## src/rtl/sgp_pkg.sv

```systemverilog
package sgp_pkg;

    localparam int unsigned OFS_LVL_SET = 32'h00;
    localparam int unsigned OFS_LVL_CLR = 32'h10;
    localparam int unsigned OFS_DRV_ON  = 32'h20;
    localparam int unsigned OFS_DRV_OFF = 32'h30;
    localparam int unsigned OFS_PINS    = 32'h40;

    typedef enum logic [1:0] {
        RSEL_NONE  = 2'd0,
        RSEL_LEVEL = 2'd1,
        RSEL_DRIVE = 2'd2,
        RSEL_PINS  = 2'd3
    } rsel_e;

    typedef struct packed {
        logic lvl_set;
        logic lvl_clr;
        logic drv_on;
        logic drv_off;
    } wstb_t;

endpackage

```

## src/rtl/sgp_decode.sv

```systemverilog
module sgp_decode
    import sgp_pkg::*;
#(
    parameter int unsigned ADDR_W = 8
) (
    input  logic [ADDR_W-1:0] addr,
    input  logic              wen,
    output wstb_t             wstb,
    output rsel_e             rsel
);

    always_comb begin
        wstb = '0;
        rsel = RSEL_NONE;
        unique case (addr)
            ADDR_W'(OFS_LVL_SET): begin
                wstb.lvl_set = wen;
                rsel         = RSEL_LEVEL;
            end
            ADDR_W'(OFS_LVL_CLR): begin
                wstb.lvl_clr = wen;
            end
            ADDR_W'(OFS_DRV_ON): begin
                wstb.drv_on = wen;
                rsel        = RSEL_DRIVE;
            end
            ADDR_W'(OFS_DRV_OFF): begin
                wstb.drv_off = wen;
            end
            ADDR_W'(OFS_PINS): begin
                rsel = RSEL_PINS;
            end
            default: begin
                rsel = RSEL_NONE;
            end
        endcase
    end

endmodule

```

## src/rtl/sgp_w1sc.sv

```systemverilog
module sgp_w1sc #(
    parameter int unsigned W = 32
) (
    input  logic         clk,
    input  logic         rst_n,
    input  logic         set_stb,
    input  logic         clr_stb,
    input  logic [W-1:0] mask,
    output logic [W-1:0] q
);

    logic [W-1:0] q_r;

    // One flop per pin; a set strobe wins over a clear strobe.
    for (genvar i = 0; i < W; i++) begin : g_bit
        always_ff @(posedge clk or negedge rst_n) begin
            if (!rst_n) begin
                q_r[i] <= 1'b0;
            end else if (set_stb && mask[i]) begin
                q_r[i] <= 1'b1;
            end else if (clr_stb && mask[i]) begin
                q_r[i] <= 1'b0;
            end
        end
    end

    assign q = q_r;

    // unmasked bits keep their value across any strobe
    assert_unmasked_hold_R2: assert property (@(posedge clk) disable iff (!rst_n)
        (set_stb || clr_stb) |=> ((q & ~$past(mask)) == ($past(q) & ~$past(mask))));

endmodule

```

## src/rtl/sgp_sync.sv

```systemverilog
module sgp_sync #(
    parameter int unsigned W      = 32,
    parameter int unsigned STAGES = 2
) (
    input  logic         clk,
    input  logic         rst_n,
    input  logic [W-1:0] d,
    output logic [W-1:0] q
);

    logic [W-1:0] stg [STAGES];
    logic         warm_q;

    for (genvar s = 0; s < STAGES; s++) begin : g_stage
        if (s == 0) begin : g_first
            always_ff @(posedge clk or negedge rst_n) begin
                if (!rst_n) stg[s] <= '0;
                else        stg[s] <= d;
            end
        end else begin : g_next
            always_ff @(posedge clk or negedge rst_n) begin
                if (!rst_n) stg[s] <= '0;
                else        stg[s] <= stg[s-1];
            end
            // each stage carries the previous one forward by one edge
            assert_sync_chain_R6: assert property (@(posedge clk) disable iff (!rst_n)
                warm_q |-> (stg[s] == $past(stg[s-1])));
        end
    end

    always_ff @(posedge clk or negedge rst_n) begin
        if (!rst_n) warm_q <= 1'b0;
        else        warm_q <= 1'b1;
    end

    assign q = stg[STAGES-1];

    // the first stage captures the pin one edge late
    assert_sync_entry_R6: assert property (@(posedge clk) disable iff (!rst_n)
        warm_q |-> (stg[0] == $past(d)));

    initial begin
        assert_sync_depth_R6: assert (STAGES >= 2);
    end

endmodule

```

## src/rtl/setclr_gpio_port.sv

```systemverilog
module setclr_gpio_port
    import sgp_pkg::*;
#(
    parameter int unsigned PIN_W       = 32,
    parameter int unsigned ADDR_W      = 8,
    parameter int unsigned SYNC_STAGES = 2
) (
    input  logic              clk,
    input  logic              rst_n,
    input  logic [ADDR_W-1:0] reg_addr,
    input  logic              reg_wen,
    input  logic [PIN_W-1:0]  reg_wdata,
    output logic [PIN_W-1:0]  reg_rdata,
    input  logic [PIN_W-1:0]  pin_in,
    output logic [PIN_W-1:0]  pin_out,
    output logic [PIN_W-1:0]  pin_oe
);

    wstb_t            wstb;
    rsel_e            rsel;
    logic [PIN_W-1:0] lvl_q;
    logic [PIN_W-1:0] drv_q;
    logic [PIN_W-1:0] pins_sync;

    sgp_decode #(
        .ADDR_W (ADDR_W)
    ) u_decode (
        .addr (reg_addr),
        .wen  (reg_wen),
        .wstb (wstb),
        .rsel (rsel)
    );

    sgp_w1sc #(
        .W (PIN_W)
    ) u_level (
        .clk     (clk),
        .rst_n   (rst_n),
        .set_stb (wstb.lvl_set),
        .clr_stb (wstb.lvl_clr),
        .mask    (reg_wdata),
        .q       (lvl_q)
    );

    sgp_w1sc #(
        .W (PIN_W)
    ) u_drive (
        .clk     (clk),
        .rst_n   (rst_n),
        .set_stb (wstb.drv_on),
        .clr_stb (wstb.drv_off),
        .mask    (reg_wdata),
        .q       (drv_q)
    );

    sgp_sync #(
        .W      (PIN_W),
        .STAGES (SYNC_STAGES)
    ) u_sync (
        .clk   (clk),
        .rst_n (rst_n),
        .d     (pin_in),
        .q     (pins_sync)
    );

    assign pin_out = lvl_q;
    assign pin_oe  = drv_q;

    always_comb begin
        unique case (rsel)
            RSEL_LEVEL: reg_rdata = lvl_q;
            RSEL_DRIVE: reg_rdata = drv_q;
            RSEL_PINS:  reg_rdata = pins_sync;
            default:    reg_rdata = '0;
        endcase
    end

    logic wr_lvl_set, wr_lvl_clr, wr_drv_on, wr_drv_off;
    assign wr_lvl_set = reg_wen && (reg_addr == ADDR_W'(OFS_LVL_SET));
    assign wr_lvl_clr = reg_wen && (reg_addr == ADDR_W'(OFS_LVL_CLR));
    assign wr_drv_on  = reg_wen && (reg_addr == ADDR_W'(OFS_DRV_ON));
    assign wr_drv_off = reg_wen && (reg_addr == ADDR_W'(OFS_DRV_OFF));

    assert_level_set_R2: assert property (@(posedge clk) disable iff (!rst_n)
        wr_lvl_set |=> (pin_out == ($past(pin_out) | $past(reg_wdata))));

    assert_level_clr_R3: assert property (@(posedge clk) disable iff (!rst_n)
        wr_lvl_clr |=> (pin_out == ($past(pin_out) & ~$past(reg_wdata))));

    assert_drive_on_R4: assert property (@(posedge clk) disable iff (!rst_n)
        wr_drv_on |=> (pin_oe == ($past(pin_oe) | $past(reg_wdata))));

    assert_drive_off_R5: assert property (@(posedge clk) disable iff (!rst_n)
        wr_drv_off |=> (pin_oe == ($past(pin_oe) & ~$past(reg_wdata))));

    assert_read_level_R7: assert property (@(posedge clk) disable iff (!rst_n)
        (reg_addr == ADDR_W'(OFS_LVL_SET)) |-> (reg_rdata == pin_out));

    assert_read_drive_R7: assert property (@(posedge clk) disable iff (!rst_n)
        (reg_addr == ADDR_W'(OFS_DRV_ON)) |-> (reg_rdata == pin_oe));

    assert_read_zero_R8: assert property (@(posedge clk) disable iff (!rst_n)
        ((reg_addr != ADDR_W'(OFS_LVL_SET)) && (reg_addr != ADDR_W'(OFS_DRV_ON)) &&
         (reg_addr != ADDR_W'(OFS_PINS))) |-> (reg_rdata == '0));

    assert_level_hold_R9: assert property (@(posedge clk) disable iff (!rst_n)
        !(wr_lvl_set || wr_lvl_clr) |=> $stable(pin_out));

    assert_drive_hold_R9: assert property (@(posedge clk) disable iff (!rst_n)
        !(wr_drv_on || wr_drv_off) |=> $stable(pin_oe));

endmodule

```

## config.mk

```make
export PLATFORM = sky130hd
export DESIGN_NAME = setclr_gpio_port
export DESIGN_NICKNAME = d
export VERILOG_FILES = /design/src/rtl/sgp_pkg.sv /design/src/rtl/sgp_decode.sv /design/src/rtl/sgp_w1sc.sv /design/src/rtl/sgp_sync.sv /design/src/rtl/setclr_gpio_port.sv
export SDC_FILE = /design/constraint.sdc
export NUM_CORES = 1
export LEC_CHECK = 0
export ABC_CLOCK_PERIOD_IN_PS = 2890
export CORE_ASPECT_RATIO = 0.9
export CORE_MARGIN = 2
export CORE_UTILIZATION = 52
export CTS_BUF_LIST = sky130_fd_sc_hd__clkbuf_8
export DETAILED_ROUTE_END_ITERATION = 7
export PLACE_DENSITY_LB_ADDON = 0.25
export SYNTH_ARGS = -nofsm -noshare
export SYNTH_HDL_FRONTEND = slang
export SYNTH_HIERARCHICAL = 1
export SYNTH_SLANG_ARGS = --single-unit
```

## constraint.sdc

```tcl
create_clock -name clk -period 2.89 [get_ports clk]
set_clock_uncertainty 0.1 [all_clocks]
set_input_delay 0.289 -clock clk [delete_from_list [all_inputs] [get_ports clk]]
set_output_delay 0.289 -clock clk [all_outputs]
set_load 0.01 [all_outputs]
```

==> Yosys cells after proc, flatten, opt, wreduce, memory -nomap -nowiden <==
Cells that the tools add are included.
{ "classes": {"n_eq_ne": 7, "mux": 134, "reduce_logical": 193} }
{ "op_table": {"columns": ["operator", "n"], "rows": [
  ["1-bit two-way mux", 132],
  ["1-bit logical AND", 128],
  ["2-bit nonzero test", 64],
  ["32-bit one-hot mux with 3 select lines", 1],
  ["8-bit by 6-bit equality test with 1-bit output (second input constant)", 2],
  ["8-bit by 5-bit equality test with 1-bit output (second input constant)", 1],
  ["8-bit by 7-bit equality test with 1-bit output (second input constant)", 1],
  ["8-bit zero test", 1],
  ["2-bit one-hot mux with 3 select lines", 1],
  ["2-bit equality test (second input constant)", 2],
  ["2-bit by 1-bit equality test with 1-bit output (second input constant)", 1]
]} }
{ "totals": {"register_bits": 128, "output_inout_bits": 96, "input_bits": 75} }

==> Logic depth before layout (Yosys ltp) <==
{ "logic_depth": {"depth_word": 5, "ltp_mapped": 8, "ltp_nobuf": 4} }

==> By module <==
The synthesis kept the hierarchy.
{ "by_module_without_submodules": {"columns": ["module", "cells_per_inst", "instances", "seq_area_each_um2", "area_per_inst_um2"], "rows": [
  ["sgp_w1sc", 102, 2, 800.8, 1249.9],
  ["sgp_sync", 96, 1, 1601.5, 1841.8],
  ["setclr_gpio_port", 77, 1, 0.0, 899.6],
  ["sgp_decode", 13, 1, 0.0, 106.4]
]} }

==> Least setup slack after synthesis <==
OpenSTA, ideal clock, no wires.
{ "synth_path": {"kind": "input to output", "from": "input reg_addr[1]", "to": "output reg_rdata[0]", "cell_stages": 6, "slack_ns": 0.714, "path_buffers": 2, "arrival_ns": 1.787, "t_required_ns": 2.501, "path_cell_list": "or4_4 nor3_2 buf_6 buf_12 mux2_4 a22o_1"} }
{ "synth_via": {"elab_chain_cells": 4} }
{ "synth_rtl": {"columns": ["item", "line", "rtl"], "rows": [
  ["start, declared", "setclr_gpio_port.sv:10", "input logic [ADDR_W-1:0] reg_addr,"],
  ["8-bit by 7-bit equality test with 1-bit output, or another cell as far along", "sgp_decode.sv:15", "unique case (addr)"],
  ["2-bit one-hot mux with 3 select lines (*)", "sgp_decode.sv:15", null],
  ["via rsel[0]", "setclr_gpio_port.sv:20", "rsel_e rsel;"],
  ["2-bit equality test or 2-bit by 1-bit equality test with 1-bit output (tied branches)", "setclr_gpio_port.sv:70", "unique case (rsel)"],
  ["32-bit one-hot mux with 3 select lines (*)", "setclr_gpio_port.sv:70", null],
  ["end, declared", "setclr_gpio_port.sv:13", "output logic [PIN_W-1:0] reg_rdata,"]
]} }
The timed path passes the listed nets; every way through them passes the cells marked *.

==> Worst setup path in the final report <==
{ "layout_path": {"from": "input reg_addr[4]", "to": "output reg_rdata[19]"} }
Same word-level chain as after synthesis.

==> impl_metrics.xml <==
<?xml version="1.0" encoding="UTF-8"?>
<metrics>
  <group name="routing">
    <metric name="avgRoutedWirePerCell" unit="um">20.00</metric>
    <metric name="detail_route.iter0.violations" unit="">230</metric>
    <metric name="total_wirelength_of_the_detailed_routed_design" unit="mm">14.12</metric>
    <metric name="drc" unit="">0</metric>
    <metric name="vias_per_cell" unit="">5.459</metric>
    <metric name="ant_nets" unit="">0</metric>
    <metric name="dr.pass1.iters" unit="">5</metric>
    <metric name="route.vias.total" unit="">3854</metric>
  </group>
  <group name="synth">
    <metric name="synth_async_sr_flop_share" unit="%">100.0</metric>
    <metric name="synthesized_cell_area" unit="um^2">5348</metric>
    <metric name="postSynthNetCount" unit="">465</metric>
    <metric name="synth_warnings" unit="">6</metric>
    <metric name="most_used_flip_flop_cell_after_synthesis" unit="">sky130_fd_sc_hd__dfrtp_1</metric>
    <metric name="postSynthAreaPerCell" unit="um^2">13.71</metric>
    <metric name="synth_top_area_share" unit="%">59.90</metric>
    <metric name="synth.lib_cells_used.distinct" unit="">21</metric>
    <metric name="synth_largest_area_cell" unit="">sky130_fd_sc_hd__dfrtp_1</metric>
    <metric name="synth_commonest_cells" unit="">128 x sky130_fd_sc_hd__dfrtp_1, 96 x sky130_fd_sc_hd__a22o_1, 64 x sky130_fd_sc_hd__nand2_1</metric>
    <metric name="synth_top_cells_by_area" unit="">sky130_fd_sc_hd__dfrtp_1 60%, sky130_fd_sc_hd__a22o_1 16%, sky130_fd_sc_hd__mux2_4 8.4%</metric>
    <metric name="synth-edff-count" unit="">0</metric>
    <metric name="post-synth-top-count-cell" unit="">sky130_fd_sc_hd__dfrtp_1</metric>
    <metric name="synth-seq-cells" unit="">128</metric>
    <metric name="ys_seq_area_share" unit="%">59.90</metric>
    <metric name="syn-instance-count" unit="">390</metric>
  </group>
  <group name="grt">
    <metric name="grt_remaining_overflow" unit="">0</metric>
    <metric name="number_of_global_route_vias_before_repair" unit="">4053</metric>
    <metric name="pin_count_of_the_biggest_net_entering_global_routing" unit="">74</metric>
    <metric name="first_pass_grt_wire_length" unit="mm">22.14</metric>
    <metric name="antenna_found_initial" unit="">0</metric>
    <metric name="globalRouteTotalUtil" unit="%">25.99</metric>
  </group>
  <group name="clocking">
    <metric name="clock_sinks" unit="">128</metric>
    <metric name="max-clock-path-buffers" unit="">2</metric>
    <metric name="clk_root_buffer_cell" unit="">sky130_fd_sc_hd__clkbuf_8</metric>
    <metric name="cts_tree" unit="">built</metric>
    <metric name="clkTransAtPathRegs" unit="ns">0.08</metric>
    <metric name="number_of_clock_buffers_inserted_by_tritoncts" unit="">17</metric>
    <metric name="insertion_delay" unit="ns">0.41</metric>
    <metric name="cts-htree-levels" unit="">4</metric>
  </group>
  <group name="min_path">
    <metric name="whs_endpoint" unit="">u_sync/stg[44]</metric>
    <metric name="whs_path_depth" unit="">1</metric>
    <metric name="hp-start" unit="">pin_in[12]</metric>
    <metric name="hold_path.class" unit="">in -&gt; reg</metric>
  </group>
  <group name="layout">
    <metric name="diodes" unit="">0</metric>
    <metric name="design.final.nets" unit="">640</metric>
    <metric name="multiInputGateArea" unit="um^2">1719</metric>
    <metric name="utilization" unit="%">76.26</metric>
    <metric name="post_route_cells_drive_above_1_share" unit="%">21.84</metric>
    <metric name="n_fill_cell" unit="">654</metric>
    <metric name="seqCellArea" unit="um^2">3203</metric>
    <metric name="area.growth.synth_to_final" unit="%">44.27</metric>
    <metric name="final_cell_count_no_fill" unit="">706</metric>
  </group>
  <group name="placement">
    <metric name="finalWeightedCongestion" unit="">0.8101</metric>
    <metric name="hpwl" unit="mm">8.659</metric>
    <metric name="dp_cells" unit="">650</metric>
    <metric name="place.port_buffers" unit="">170</metric>
  </group>
  <group name="floorplanning">
    <metric name="die_y" unit="um">100.2</metric>
    <metric name="fp-row-count" unit="">35</metric>
    <metric name="die-area" unit="um^2">11110</metric>
    <metric name="die-width" unit="um">110.9</metric>
    <metric name="initial_utilization" unit="%">52.86</metric>
    <metric name="fp.coreArea" unit="um^2">10120</metric>
    <metric name="io-pin-count" unit="">171</metric>
  </group>
  <group name="setup_path">
    <metric name="rr_worst_depth" unit="">1</metric>
    <metric name="critical_path_arrival" unit="ns">2.44</metric>
    <metric name="worst_r2r_dst" unit="">u_level/q[23]</metric>
    <metric name="worstPathRequired" unit="ns">2.50</metric>
    <metric name="r2r_slack" unit="ns">2.04</metric>
    <metric name="worst-path-max-fanout" unit="">6</metric>
    <metric name="crit_type" unit="">in -&gt; out</metric>
    <metric name="critical_path.endpoint_type" unit="">output port</metric>
    <metric name="r2r-start" unit="">u_level/q[23]</metric>
    <metric name="timing.critical_path.from_type" unit="">primary input</metric>
  </group>
  <group name="power">
    <metric name="vdd.ir_drop.worst" unit="mV">0.3316</metric>
    <metric name="p_clk_share" unit="%">44.5</metric>
    <metric name="internal_power" unit="mW">3.244</metric>
    <metric name="p_per_area" unit="nW/um^2">537.9</metric>
    <metric name="leak" unit="nW">3.422</metric>
    <metric name="post-layout-total-power" unit="mW">4.150</metric>
    <metric name="power.sequential.fraction" unit="%">46.5</metric>
    <metric name="power.switching_fraction" unit="%">21.83</metric>
    <metric name="combinationalPowerShare" unit="%">8.9</metric>
    <metric name="p_sw" unit="uW">906.0</metric>
  </group>
  <group name="timing">
    <metric name="period_share" unit="%">97.75</metric>
    <metric name="report.final.slew_viol_count" unit="">0</metric>
    <metric name="report.final.setup_viol" unit="">0</metric>
    <metric name="relSlewSlack" unit="%">54.18</metric>
    <metric name="rsz0062_at_grt" unit="">no</metric>
    <metric name="final.hold.worst_slack" unit="ns">0.1971</metric>
    <metric name="final-hold-violation-count" unit="">0</metric>
    <metric name="pin_slew_with_the_least_headroom_to_its_limit" unit="ns">0.6874</metric>
    <metric name="final.min_clock_period" unit="ns">2.825</metric>
    <metric name="finalSetupTns" unit="ns">0</metric>
    <metric name="max_clock_freq" unit="MHz">354.0</metric>
  </group>
  <group name="status">
    <metric name="outcome" unit="">finished clean</metric>
  </group>
  <group name="flow_run">
    <metric name="drv.max_cap_violation_count" unit="">0</metric>
  </group>
</metrics>
placed cells by master, fill, tap and decap left out:
| cell | instances |
|---|---|
| sky130_fd_sc_hd__nor3_2 | 2 |
| sky130_fd_sc_hd__clkdlybuf4s50_1 | 133 |
| sky130_fd_sc_hd__buf_4 | 24 |
| sky130_fd_sc_hd__xnor2_1 | 1 |
| sky130_fd_sc_hd__clkdlybuf4s15_1 | 17 |
| sky130_fd_sc_hd__bufinv_16 | 6 |
| sky130_fd_sc_hd__inv_6 | 1 |
| sky130_fd_sc_hd__clkinv_2 | 1 |
| sky130_fd_sc_hd__mux2_2 | 2 |
| sky130_fd_sc_hd__dlygate4sd3_1 | 1 |
| sky130_fd_sc_hd__dfrtp_1 | 128 |
| sky130_fd_sc_hd__clkinv_4 | 3 |
| sky130_fd_sc_hd__buf_2 | 9 |
| sky130_fd_sc_hd__mux2_4 | 30 |
| sky130_fd_sc_hd__buf_12 | 8 |
| sky130_fd_sc_hd__or2_2 | 1 |
| sky130_fd_sc_hd__buf_6 | 8 |
| sky130_fd_sc_hd__nor3_4 | 4 |
| sky130_fd_sc_hd__or4_4 | 1 |
| sky130_fd_sc_hd__dlygate4sd2_1 | 9 |
| sky130_fd_sc_hd__nand2_1 | 64 |
| sky130_fd_sc_hd__or3b_2 | 1 |
| sky130_fd_sc_hd__nand3b_1 | 1 |
| sky130_fd_sc_hd__buf_16 | 3 |
| sky130_fd_sc_hd__nor2b_4 | 2 |
| sky130_fd_sc_hd__or4b_1 | 1 |
| sky130_fd_sc_hd__clkbuf_8 | 18 |
| sky130_fd_sc_hd__clkinvlp_4 | 2 |
| sky130_fd_sc_hd__a22o_1 | 96 |
power by group through the flow:
stage / registers, mW / logic, mW / clock network, mW
after detailed placement: 1.96 / 0.365 / 0
after global routing: 1.94 / 0.398 / 1.95
final: 1.93 / 0.371 / 1.85
after CTS: 1.93 / 0.373 / 1.87
after global placement: 1.96 / 0.357 / 0
after floorplan: 1.97 / 0.111 / 0
critical path, cell delays in order:
cell and delay, ns:
sky130_fd_sc_hd__dlygate4sd2_1 0.24, sky130_fd_sc_hd__or4_4 0.56, sky130_fd_sc_hd__nor3_4 0.20, sky130_fd_sc_hd__buf_6 0.16, sky130_fd_sc_hd__buf_12 0.11, sky130_fd_sc_hd__buf_12 0.11, sky130_fd_sc_hd__buf_6 0.10, sky130_fd_sc_hd__mux2_4 0.29
sky130_fd_sc_hd__a22o_1 0.23, sky130_fd_sc_hd__buf_6 0.13
layer usage:
| layer | global-route usage, % | part of all wire, % |
|---|---|---|
| met2 | 41.62 | 49 |
| met5 | 0 | 0 |
| met1 | 34.52 | 42 |
| met4 | 11.35 | 2.4 |
| met3 | 5.978 | 6.4 |
what timing repair did:
action | in CTS | in global routing
hold buffers | 1 | 0
hold endpoints to repair | 55 | 0
setup buffers | 20 | 0
gates resized for setup | 98 | 0
setup endpoints to repair | 32 | 0
registers in the layout, summed over array words and instances (netlist names):
register    cells
u_drive/q      32
u_sync/q       32
u_sync/stg     32
u_level/q      32
per-stage QoR:
stage	setup slack (ns)	cell area (um^2)
after CTS	0.07505	7715
after global placement	-0.4380	6942
after global routing	0.006013	7715
after detailed placement	-0.5754	6942
final	0.06499	7715
after floorplan	0.7135	5348
area by class of cell:
| cell class | count | area share [%] |
|---|---|---|
| Tap cell | 129 | 2.092 |
| Sequential cell | 128 | 41.52 |
| Clock inverter | 13 | 3.049 |
| Timing Repair Buffer | 212 | 27.85 |
| Multi-Input combinational cell | 206 | 22.28 |
| Clock buffer | 18 | 3.211 |
worst max path at each step:
stage,start,to,slack [ns]
6_report,reg_addr[4],reg_rdata[19],0.06
3_5_place_dp,reg_addr[1],reg_rdata[17],-0.58
5_1_grt,reg_addr[4],reg_rdata[19],0.006
2_1_floorplan,reg_addr[1],reg_rdata[0],0.71
4_1_cts,reg_addr[4],reg_rdata[19],0.08
3_3_place_gp,reg_addr[1],reg_rdata[2],-0.44
kinds of logic after synthesis:
logic type	count (synthesis)	synth area share, %
xor gates and xnor gates	1	0.1638
DFF	128	59.90
muxes	32	8.844
and+or+nand+nor	76	6.505
AOI/OAI and AO/OA	96	15.72
buffers and inverters	57	8.867
No activity file was read; power rests on OpenSTA's default activity.
